`config.mk`:
```
export PLATFORM = sky130hd
export DESIGN_NAME = dacchain_writer
export DESIGN_NICKNAME = d
export VERILOG_FILES = /design/src/rtl/dcw_pkg.sv /design/src/rtl/dcw_packer.sv /design/src/rtl/dcw_phase_timer.sv /design/src/rtl/dcw_shifter.sv /design/src/rtl/dacchain_writer.sv
export SDC_FILE = /design/constraint.sdc
export NUM_CORES = 1
export LEC_CHECK = 0
export ABC_CLOCK_PERIOD_IN_PS = 2100
export BUFFER_PORTS_ARGS = -buffer_cell sky130_fd_sc_hd__buf_4
export CAP_MARGIN = 10
export CELL_PAD_IN_SITES_DETAIL_PLACEMENT = 1
export CELL_PAD_IN_SITES_GLOBAL_PLACEMENT = 2
export CORE_AREA = 2 2 94 96
export CTS_CLUSTER_SIZE = 24
export DETAILED_ROUTE_END_ITERATION = 8
export DIE_AREA = 0 0 96 98
export PLACE_DENSITY_LB_ADDON = 0.15
export SLEW_MARGIN = 5
export SYNTH_ARGS = -nofsm -noshare
export SYNTH_HDL_FRONTEND = slang
export SYNTH_SLANG_ARGS = --single-unit
```
`constraint.sdc`:
```
create_clock -name clk -period 2.1 [get_ports clk]
set_input_delay 0.315 -clock clk [delete_from_list [all_inputs] [get_ports clk]]
set_output_delay 0.315 -clock clk [all_outputs]
set_load 0.02 [all_outputs]
```
`src/rtl/dcw_pkg.sv`:
```
package dcw_pkg;

    typedef enum logic [2:0] {
        ST_IDLE,
        ST_SETUP,
        ST_HIGH,
        ST_LOW,
        ST_GAP
    } dcw_state_e;

    // Round a minimum time up to whole system clocks, at least one.
    function automatic int cycles_for(input int t_ps, input int clk_ps);
        int c;
        c = (t_ps + clk_ps - 1) / clk_ps;
        if (c < 1) c = 1;
        return c;
    endfunction

    function automatic int max2(input int a, input int b);
        return (a > b) ? a : b;
    endfunction

endpackage

```
`src/rtl/dcw_packer.sv`:
```
module dcw_packer #(
    parameter int N_DEV  = 3,
    parameter int CODE_W = 10,
    parameter int FILL_W = 4,
    parameter int PAD_W  = 2
) (
    input  logic [N_DEV*CODE_W-1:0]                 codes,
    output logic [N_DEV*(FILL_W+CODE_W+PAD_W)-1:0]  frame_bits
);
    localparam int WORD_W = FILL_W + CODE_W + PAD_W;

    // Device k occupies word slot k; the highest slot is shifted out first.
    for (genvar k = 0; k < N_DEV; k++) begin : g_word
        assign frame_bits[k*WORD_W +: WORD_W] =
            {{FILL_W{1'b0}}, codes[k*CODE_W +: CODE_W], {PAD_W{1'b0}}};
    end
endmodule

```
`src/rtl/dcw_phase_timer.sv`:
```
module dcw_phase_timer #(
    parameter int CNT_W = 4
) (
    input  logic             clk,
    input  logic             rst_n,
    input  logic             load,
    input  logic [CNT_W-1:0] load_val,
    output logic [CNT_W-1:0] count,
    output logic             expired
);
    always_ff @(posedge clk or negedge rst_n) begin
        if (!rst_n)
            count <= '0;
        else if (load)
            count <= load_val;
        else if (count != '0)
            count <= count - 1'b1;
    end

    assign expired = (count == '0);
endmodule

```
`src/rtl/dcw_shifter.sv`:
```
module dcw_shifter #(
    parameter int WIDTH = 48
) (
    input  logic             clk,
    input  logic             rst_n,
    input  logic             load,
    input  logic [WIDTH-1:0] load_val,
    input  logic             shift,
    output logic             sdo
);
    logic [WIDTH-1:0] sr;

    always_ff @(posedge clk or negedge rst_n) begin
        if (!rst_n)
            sr <= '0;
        else if (load)
            sr <= load_val;
        else if (shift)
            sr <= {sr[WIDTH-2:0], 1'b0};
    end

    assign sdo = sr[WIDTH-1];
endmodule

```
`src/rtl/dacchain_writer.sv`:
```
module dacchain_writer
    import dcw_pkg::*;
#(
    parameter int N_DEV        = 3,
    parameter int CODE_W       = 10,
    parameter int FILL_W       = 4,
    parameter int PAD_W        = 2,
    parameter int SYS_CLK_PS   = 20000,
    parameter int T_SCLK_HI_PS = 35000,
    parameter int T_SCLK_LO_PS = 35000,
    parameter int T_DOUT_PS    = 80000,
    parameter int T_DIN_SU_PS  = 45000,
    parameter int T_CS_SU_PS   = 20000,
    parameter int T_CS_HI_PS   = 20000
) (
    input  logic                    clk,
    input  logic                    rst_n,
    input  logic                    start,
    input  logic [N_DEV*CODE_W-1:0] codes,
    output logic                    cs_n,
    output logic                    sclk,
    output logic                    sdo,
    output logic                    done
);
    localparam int WORD_W   = FILL_W + CODE_W + PAD_W;
    localparam int TOT_BITS = N_DEV * WORD_W;
    localparam int HI_CYC   = cycles_for(T_SCLK_HI_PS, SYS_CLK_PS);
    localparam int LO_RAW   = max2(cycles_for(T_SCLK_LO_PS, SYS_CLK_PS),
                                   cycles_for(T_DOUT_PS + T_DIN_SU_PS, SYS_CLK_PS));
    localparam int LO_CYC   = max2(LO_RAW, 2);
    localparam int SU_CYC   = cycles_for(T_CS_SU_PS, SYS_CLK_PS);
    localparam int GAP_CYC  = cycles_for(T_CS_HI_PS, SYS_CLK_PS);
    localparam int MAX_CYC  = max2(max2(HI_CYC, LO_CYC), max2(SU_CYC, GAP_CYC));
    localparam int CNT_W    = $clog2(MAX_CYC + 1);
    localparam int BIT_W    = $clog2(TOT_BITS + 1);

    localparam logic [CNT_W-1:0] HI_LD  = CNT_W'(HI_CYC - 1);
    localparam logic [CNT_W-1:0] LO_LD  = CNT_W'(LO_CYC - 1);
    localparam logic [CNT_W-1:0] SU_LD  = CNT_W'(SU_CYC - 1);
    localparam logic [CNT_W-1:0] GAP_LD = CNT_W'(GAP_CYC - 1);
    localparam logic [BIT_W-1:0] TOT_LD = BIT_W'(TOT_BITS);

    dcw_state_e state, nxt;

    logic [TOT_BITS-1:0] frame_bits;
    logic                tmr_load;
    logic [CNT_W-1:0]    tmr_val;
    logic [CNT_W-1:0]    tmr_cnt;
    logic                tmr_exp;
    logic [BIT_W-1:0]    bits_left;
    logic                accept;
    logic                do_shift;

    dcw_packer #(
        .N_DEV (N_DEV),
        .CODE_W(CODE_W),
        .FILL_W(FILL_W),
        .PAD_W (PAD_W)
    ) u_pack (
        .codes     (codes),
        .frame_bits(frame_bits)
    );

    dcw_phase_timer #(.CNT_W(CNT_W)) u_tmr (
        .clk     (clk),
        .rst_n   (rst_n),
        .load    (tmr_load),
        .load_val(tmr_val),
        .count   (tmr_cnt),
        .expired (tmr_exp)
    );

    assign accept   = (state == ST_IDLE) && start;
    assign do_shift = (state == ST_LOW) && (tmr_cnt == LO_LD) && (bits_left != '0);

    dcw_shifter #(.WIDTH(TOT_BITS)) u_shift (
        .clk     (clk),
        .rst_n   (rst_n),
        .load    (accept),
        .load_val(frame_bits),
        .shift   (do_shift),
        .sdo     (sdo)
    );

    // State register
    always_ff @(posedge clk or negedge rst_n) begin
        if (!rst_n)
            state <= ST_IDLE;
        else
            state <= nxt;
    end

    // Next state and phase timer reload
    always_comb begin
        nxt = state;
        unique case (state)
            ST_IDLE:  if (start)   nxt = ST_SETUP;
            ST_SETUP: if (tmr_exp) nxt = ST_HIGH;
            ST_HIGH:  if (tmr_exp) nxt = ST_LOW;
            ST_LOW:   if (tmr_exp) nxt = (bits_left == '0) ? ST_GAP : ST_HIGH;
            ST_GAP:   if (tmr_exp) nxt = ST_IDLE;
            default:               nxt = ST_IDLE;
        endcase
    end

    always_comb begin
        tmr_load = (nxt != state);
        unique case (nxt)
            ST_SETUP: tmr_val = SU_LD;
            ST_HIGH:  tmr_val = HI_LD;
            ST_LOW:   tmr_val = LO_LD;
            ST_GAP:   tmr_val = GAP_LD;
            default:  tmr_val = '0;
        endcase
    end

    // Rising edges still to come in this window
    always_ff @(posedge clk or negedge rst_n) begin
        if (!rst_n)
            bits_left <= '0;
        else if (accept)
            bits_left <= TOT_LD;
        else if (state == ST_HIGH && tmr_exp)
            bits_left <= bits_left - 1'b1;
    end

    // Registered pin outputs, decoded from the next state
    always_ff @(posedge clk or negedge rst_n) begin
        if (!rst_n) begin
            cs_n <= 1'b1;
            sclk <= 1'b0;
            done <= 1'b0;
        end else begin
            cs_n <= (nxt == ST_IDLE) || (nxt == ST_GAP);
            sclk <= (nxt == ST_HIGH);
            done <= (state == ST_GAP) && (nxt == ST_IDLE);
        end
    end

    assert_cs_move_clk_low_R4: assert property (@(posedge clk) disable iff (!rst_n)
        !$stable(cs_n) |-> (!sclk && !$past(sclk)));

    assert_clk_quiet_idle_R4: assert property (@(posedge clk) disable iff (!rst_n)
        cs_n |-> !sclk);

    assert_sdo_hold_R5: assert property (@(posedge clk) disable iff (!rst_n)
        sclk |-> $stable(sdo));

    assert_done_single_R8: assert property (@(posedge clk) disable iff (!rst_n)
        done |=> !done);

    assert_done_after_gap_R8: assert property (@(posedge clk) disable iff (!rst_n)
        done |-> (cs_n && $past(cs_n)));

    assert_busy_start_ignored_R9: assert property (@(posedge clk) disable iff (!rst_n)
        (state != ST_IDLE && start) |=> (bits_left <= $past(bits_left)));

endmodule

```
==> impl_metrics.env, run 1 <==
export IMPL_status="finished, final reports clean"
export IMPL_maxSlewViolCount=0
export IMPL_slew_headroom_pct=67.0
export IMPL_slowest_delay_ps=380
export IMPL_finClkSkew_ps=6.77
export IMPL_drc_errors=0
export IMPL_ant_nets=0
export IMPL_worst_r2r_endpoint="u_shift.sr[43]"
export IMPL_nNetsFinal=388
export IMPL_synth_cell_types=37
export IMPL_post_drt_wl_per_cell_um=14.4
export IMPL_maxUsedRoutingLayer="met4"
export IMPL_syn_inst=316
export IMPL_crit_slowest_cell="dfrtp_1"
export IMPL_viasPerCell=5.00
export IMPL_instances_no_fill=462
export IMPL_setup_violations=0
export IMPL_hpwl_mm=4.16
export IMPL_grt_max_degree=48
export IMPL_synth_area_per_cell_sq_um=9.08
export IMPL_dp_cells=447
export IMPL_cts_root_buf="clkbuf_8"
export IMPL_yosys_warnings=0
export IMPL_holdPathEnd="u_shift.sr[2]"
export IMPL_path_buf_inv=2
export IMPL_synth_edf_count=0
export IMPL_numPortBuffers=36
export IMPL_vias=2309
export IMPL_grt_remaining_overflow=0
export IMPL_cts_clk_slew_worst_paths_ps=70
export IMPL_antenna_found_initial=0
export IMPL_power_leakage_nw=1.54
export IMPL_insertion_delay_ps=330
export IMPL_drv_cap=0
export IMPL_postCtsSetupBuffers=0
export IMPL_max_freq_mhz=586
export IMPL_diodes=0
export IMPL_die_area_sq_um=9410
export IMPL_period_share_pct=81.3
export IMPL_reg2reg_depth=7
export IMPL_path_class="register to register"
export IMPL_crit_family="compound AO/OA/AOI/OAI gates"
export IMPL_crit_top_cell="a21oi_1"
export IMPL_cts_resized=0
export IMPL_drt_met1_wl_mm=3.11
export IMPL_cts_buffer_depth=2
export IMPL_rsz0062_at_grt="no"
export IMPL_power_density_nw_per_um2=638
export IMPL_worstHoldPathType="primary input to register"
export IMPL_grt_pass1_vias=2475
export IMPL_r2r_setup_slack_ps=390
export IMPL_hold_path_depth=3
export IMPL_core_sq_um=8470
export IMPL_finalWirelength_mm=6.66
export IMPL_required_ps=2350
export IMPL_arrival_ps=1950
export IMPL_postCtsHoldBufs=1
export IMPL_grt_pass1_wl_mm=11.9
export IMPL_synthFlopType="dfrtp_1"
export IMPL_clock_sinks=61
export IMPL_ys_seq_area_share_pct=53.2
export IMPL_reg2reg_from="u_tmr.count[0]"
export IMPL_grt_usage_pct=16.2
export IMPL_row_count=34
export IMPL_boundaryPins=37
export IMPL_endpoint_kind="register"
export IMPL_cts_buffers=9
export IMPL_synth_seq_cells=61
export IMPL_syn_nets=353
export IMPL_hp_start="codes[0]"
export IMPL_drt_first_pass_iters=4
export IMPL_die_w_um=96
export IMPL_synth_area_sq_um=2870
export IMPL_peakVddDrop_uv=255
export IMPL_area_growth_pct=20.3
export IMPL_h_tree_depth=3
export IMPL_period_needed_ps=1710
export IMPL_synthArstFlopShare_pct=100
export IMPL_gp_congestion=0.794
export IMPL_crit_path_max_fanout=45
export IMPL_wl_met3_um=215
export IMPL_start_kind="register"
export IMPL_die_height_um=98
export IMPL_worstMarginPinSlew_ps=495
export IMPL_tns_ps=0
export IMPL_final_layout_size_suffix_gt1_share_pct=20.3
export IMPL_drtIter0Drc=114
export IMPL_start_util_pct=33.9
export IMPL_path_cells="inv_1 > ha_1 > and4b_1 > o211a_1 > buf_12 > a21oi_1 > a21oi_1"
export IMPL_wl_met2_mm=3.25
export IMPL_cts_tree="done"
export IMPL_hold_viol=0
[Yosys cell counts, types with 4 or more instances]
cell type  count  area [sq um]
a21oi_1       14          70.1
inv_1          4          15.0
a21oi_2       10          87.6
clkbuf_1       6          22.5
dfrtp_1       60          1500
xor2_1         4          35.0
buf_6          4          45.0
nand3_1       53           265
nand2_1      100           375
buf_2          8          40.0
nor2_1        11          41.3
ha_1           4          50.1
[cell type report]
| cell class | instances | area (sq um) |
|---|---|---|
| fill | 1010 | 5010 |
| sequential | 61 | 1530 |
| multi-input combinational | 230 | 1210 |
| timing repair buffer | 45 | 403 |
| clock buffer | 12 | 155 |
| tap | 108 | 135 |
| inverter | 4 | 15.0 |
| clock inverter | 2 | 10.0 |
[through the flow]
step	total power, mW	hold WS, ps	utilization (%)	setup slack (ps)	instance area [sq um]
6_report	2.20	183	40.8	393	3450
5_1_grt	2.33	171	40.8	204	3450
4_1_cts	2.25	170	40.8	371	3450
3_5_place_dp	1.32	323	38.7	398	3280
3_3_place_gp	1.32	326	38.7	447	3280
2_1_floorplan	1.24	19.4	-	541	2870
[per-layer routing]
metal  GRT usage [%]  up-vias
met5               0        -
met4            5.05        0
met3            3.78        6
met2            25.9       33
met1            21.7     1144
li1                -     1126
[power breakdown]
part | switching (mW) | internal (mW) | total, mW
sequential | 0.0116 | 1.19 | 1.20
combinational | 0.0426 | 0.0538 | 0.0964
clock | 0.427 | 0.476 | 0.903
[registers in the layout, indices dropped and copies added, names as in the netlist]
register     count
bits_left        6
cs_n             1
done             1
sclk             1
state            3
u_shift.sr      46
u_tmr.count      3
[worst max path at each step]
| stage | from | to | slack [ps] | cells after the start |
|---|---|---|---|---|
| 6_report | u_tmr.count[0] | u_shift.sr[43] | 390 | 7 |
| 5_1_grt | u_tmr.count[0] | u_tmr.count[1] | 200 | 6 |
| 4_1_cts | u_tmr.count[0] | u_shift.sr[43] | 370 | 7 |
| 3_5_place_dp | u_tmr.count[0] | u_shift.sr[11] | 400 | 7 |
| 3_3_place_gp | u_tmr.count[0] | u_shift.sr[43] | 450 | 7 |
| 2_1_floorplan | bits_left[3] | u_shift.sr[13] | 540 | 6 |
[cell families (layout without fill, tap and decap cells)]
kind of cell | after synthesis | after routing | share of synthesized area [%]
AOI/OAI and AO/OA | 37 | 37 | 9.37
xor gates and xnor gates | 4 | 4 | 1.22
adders and majority gates | 4 | 4 | 1.74
buffers and inverters | 25 | 63 | 5.06
DFF | 61 | 61 | 53.2
muxes | 2 | 2 | 0.697
and+or+nand+nor | 183 | 183 | 28.7
[worst reg2reg max path: stages (launching register included)]
cell	delay [ps]
dfrtp_1	380
inv_1	130
ha_1	170
and4b_1	270
o211a_1	210
buf_12	230
a21oi_1	100
a21oi_1	150
[placed cells by master, fill, tap and decap left out, drive strengths merged, types with 3 or more instances in the layout]
cell	netlist	routed
nor2	12	12
nand2	100	100
clkbuf	6	12
inv	4	4
buf	15	44
nand4	3	3
dfrtp	60	60
ha	4	4
a21oi	24	24
nand3	53	53
xor2	4	4
nand2b	3	3
(Power assumes the default switching activity.)
==> run 2, diff against run 1 <==
ABC_AREA = 1   (was default)
ABC_CLOCK_PERIOD_IN_PS = 1500   (was 2100)
CORE_AREA = 2 2 99 101   (was 2 2 94 96)
DIE_AREA = 0 0 101 103   (was 0 0 96 98)
clock period = 1.5 ns   (was 2.1 ns; I/O delays follow)
==> run 2 against run 1 <==
  * The run now ends with setup timing left
  * Routed wire length up 16%
  * Setup slack worse by 470 ps
  * Via count up 9.7%
  * Clock skew up 4.2 ps
  * Global-route usage down 0.39 points
  * Core utilization up 2.7 points
  * First-iteration DRC count down 49%
  * Worst hold slack worse by 96 ps
  * Largest cell class unchanged
  * Die area up 11%
  * Synthesized cell count up 3.5%
  * Maximum frequency up 8.4%
==> impl_metrics.env, run 2 <==
export IMPL_status="finished, violations left"
export IMPL_violations="setup timing"
export IMPL_synthFlopType="dfrtp_1"
export IMPL_finalWirelength_mm=7.72
export IMPL_insertion_delay_ps=340
export IMPL_crit_path_max_fanout=3
export IMPL_die_height_um=103
export IMPL_nNetsFinal=446
export IMPL_gp_congestion=0.785
export IMPL_syn_inst=327
export IMPL_worstMarginPinSlew_ps=430
export IMPL_endpoint_kind="register"
export IMPL_synthArstFlopShare_pct=100
export IMPL_syn_nets=364
export IMPL_clock_sinks=61
export IMPL_cts_buffers=9
export IMPL_grt_pass1_vias=2578
export IMPL_wl_met3_um=165
export IMPL_grt_pass1_wl_mm=12.8
export IMPL_period_needed_ps=1570
export IMPL_switchingPower_mw=0.767
export IMPL_pwr_share_clk_pct=45.9
export IMPL_synth_seq_cells=61
export IMPL_boundaryPins=37
export IMPL_pwr_share_seq_pct=50.7
export IMPL_ant_nets=0
export IMPL_path_class="register to register"
export IMPL_yosys_warnings=0
export IMPL_drv_cap=0
export IMPL_post_route_util_pct=43.5
export IMPL_hpwl_mm=5.09
export IMPL_setup_violations=44
export IMPL_grt_remaining_overflow=0
export IMPL_top_register="u_shift.sr"
export IMPL_arrival_ps=1800
export IMPL_peakVddDrop_uv=458
export IMPL_row_count=36
export IMPL_final_common_cell="buf_4"
export IMPL_switching_share_pct=23.6
export IMPL_rsz0062_at_grt="yes"
export IMPL_r2r_setup_slack_ps=-70
export IMPL_slew_headroom_pct=71.3
export IMPL_synth_edf_count=0
export IMPL_die_w_um=101
export IMPL_numPortBuffers=36
export IMPL_cts_clk_slew_worst_paths_ps=70
export IMPL_die_area_sq_um=10400
export IMPL_drt_met1_wl_mm=3.72
export IMPL_drc_errors=0
export IMPL_required_ps=1730
export IMPL_tns_ps=-803
export IMPL_hold_viol=0
export IMPL_ys_top_cells_by_area="dfrtp_1, nand2_1, nand3_1"
export IMPL_maxSlewViolCount=0
export IMPL_power_leakage_nw=1.99
export IMPL_viasPerCell=4.80
export IMPL_finClkSkew_ps=10.9
export IMPL_h_tree_depth=3
export IMPL_netlist_area_leader_share_pct=51.3
export IMPL_grt_max_degree=29
export IMPL_antenna_found_initial=0
export IMPL_post_drt_wl_per_cell_um=14.6
export IMPL_core_sq_um=9460
export IMPL_yosys_area_top_type="dfrtp_1"
export IMPL_synth_area_per_cell_sq_um=8.96
export IMPL_diodes=0
export IMPL_start_util_pct=31.0
export IMPL_cts_tree="done"
export IMPL_synth_commonest_cells="dfrtp_1, nand2_1, inv_1"
export IMPL_final_layout_size_suffix_gt1_share_pct=39.9
export IMPL_ys_seq_area_share_pct=52.2
export IMPL_cts_root_buf="clkbuf_8"
export IMPL_maxUsedRoutingLayer="met4"
export IMPL_max_freq_mhz=635
export IMPL_grt_usage_pct=15.8
export IMPL_cts_buffer_depth=2
export IMPL_period_share_pct=105
export IMPL_comb_power_share_pct=3.4
export IMPL_power_density_nw_per_um2=789
export IMPL_drt_first_pass_iters=5
export IMPL_p_int_mw=2.48
export IMPL_drtIter0Drc=58
export IMPL_setup_ws_ps=-74.2
export IMPL_wl_met2_mm=3.68
export IMPL_area_growth_pct=40.4
export IMPL_final_cell_mix="buf_4, dfrtp_1, nand2_1"
export IMPL_start_kind="register"
export IMPL_synth_area_sq_um=2930
export IMPL_worstHoldPathType="primary input to register"
export IMPL_reg_top3="u_shift.sr: 46 flops, bits_left: 6 flops"
export IMPL_yosysMostFrequentCell="dfrtp_1"
export IMPL_synth_cell_types=35
export IMPL_vias=2532
export IMPL_largest_reg_flops=46
-- run 2: per-layer routing --
layer	up-vias	GRT usage [%]
met5	-	0
met4	0	6.24
met3	13	2.78
met2	31	25.9
met1	1250	20.9
li1	1238	-
-- run 2: metrics by stage --
| step | instances | hold slack [ps] | setup WS (ps) | total power [mW] | area (sq um) |
|---|---|---|---|---|---|
| 5_1_grt | 528 | 88.4 | -160 | 3.37 | 4110 |
| 3_3_place_gp | 500 | 194 | -122 | 1.79 | 3620 |
| 4_1_cts | 520 | 81.2 | -71.8 | 3.30 | 3950 |
| 2_1_floorplan | 327 | -70.6 | -13.3 | 1.68 | 2930 |
| 3_5_place_dp | 500 | 199 | -160 | 1.79 | 3620 |
| 6_report | 528 | 87.1 | -74.2 | 3.24 | 4110 |
-- run 2: cell families (layout without fill, tap and decap cells) --
kind of cell | Yosys count | after routing | share of synthesized area [%]
AOI/OAI and AO/OA | 63 | 63 | 12.5
adders and majority gates | 4 | 4 | 1.71
buffers and inverters | 62 | 149 | 10.6
xor gates and xnor gates | 2 | 2 | 0.598
DFF | 61 | 61 | 52.2
and+or+nand+nor | 135 | 135 | 22.5
-- run 2: critical path: stages, from the launching register on --
cell	delay, ps
dfrtp_1	380
inv_2	70
buf_6	100
ha_4	120
nand2_4	60
buf_6	120
o211ai_1	210
nand2_2	130
buf_4	150
nand3_1	70
a21oi_1	60
-- run 2: path summary, 6_finish.rpt --
| kind | start | endpoint | cells after the start |
|---|---|---|---|
| max | u_tmr.count[0] | u_tmr.count[2] | 10 |
| min | codes[18] | u_shift.sr[26] | 3 |
| max reg2reg | u_tmr.count[0] | u_tmr.count[2] | 10 |
| min reg2reg | u_shift.sr[17] | u_shift.sr[17] | 2 |
| max in group asynchronous | rst_n | u_shift.sr[27] | 3 |
| min in group asynchronous | rst_n | u_shift.sr[6] | 2 |
-- run 2: power groups by stage --
stage               sequential, mW  combinational [mW]  clock, mW
finish                        1.64               0.111       1.49
global route                  1.64               0.124       1.60
CTS                           1.64               0.115       1.54
detailed placement            1.68               0.113          0
global placement              1.68               0.113          0
floorplan                     1.68            0.000543          0
-- run 2: area by class of cell --
type                       count  area (sq um)
clock buffer                   9           124
clock inverter                 7          73.8
fill                        1107          5350
inverter                      47           191
multi-input combinational    204          1260
sequential                    61          1530
tap                          114           143
timing repair buffer          86           790
-- run 2: timing repair --
item	CTS	global route
pin swaps	7	8
endpoints found under the hold margin	25	0
resized for setup	32	24
gates cloned	0	1
hold buffers	1	0
endpoints found under the setup margin	58	56
buffers inserted	3	7
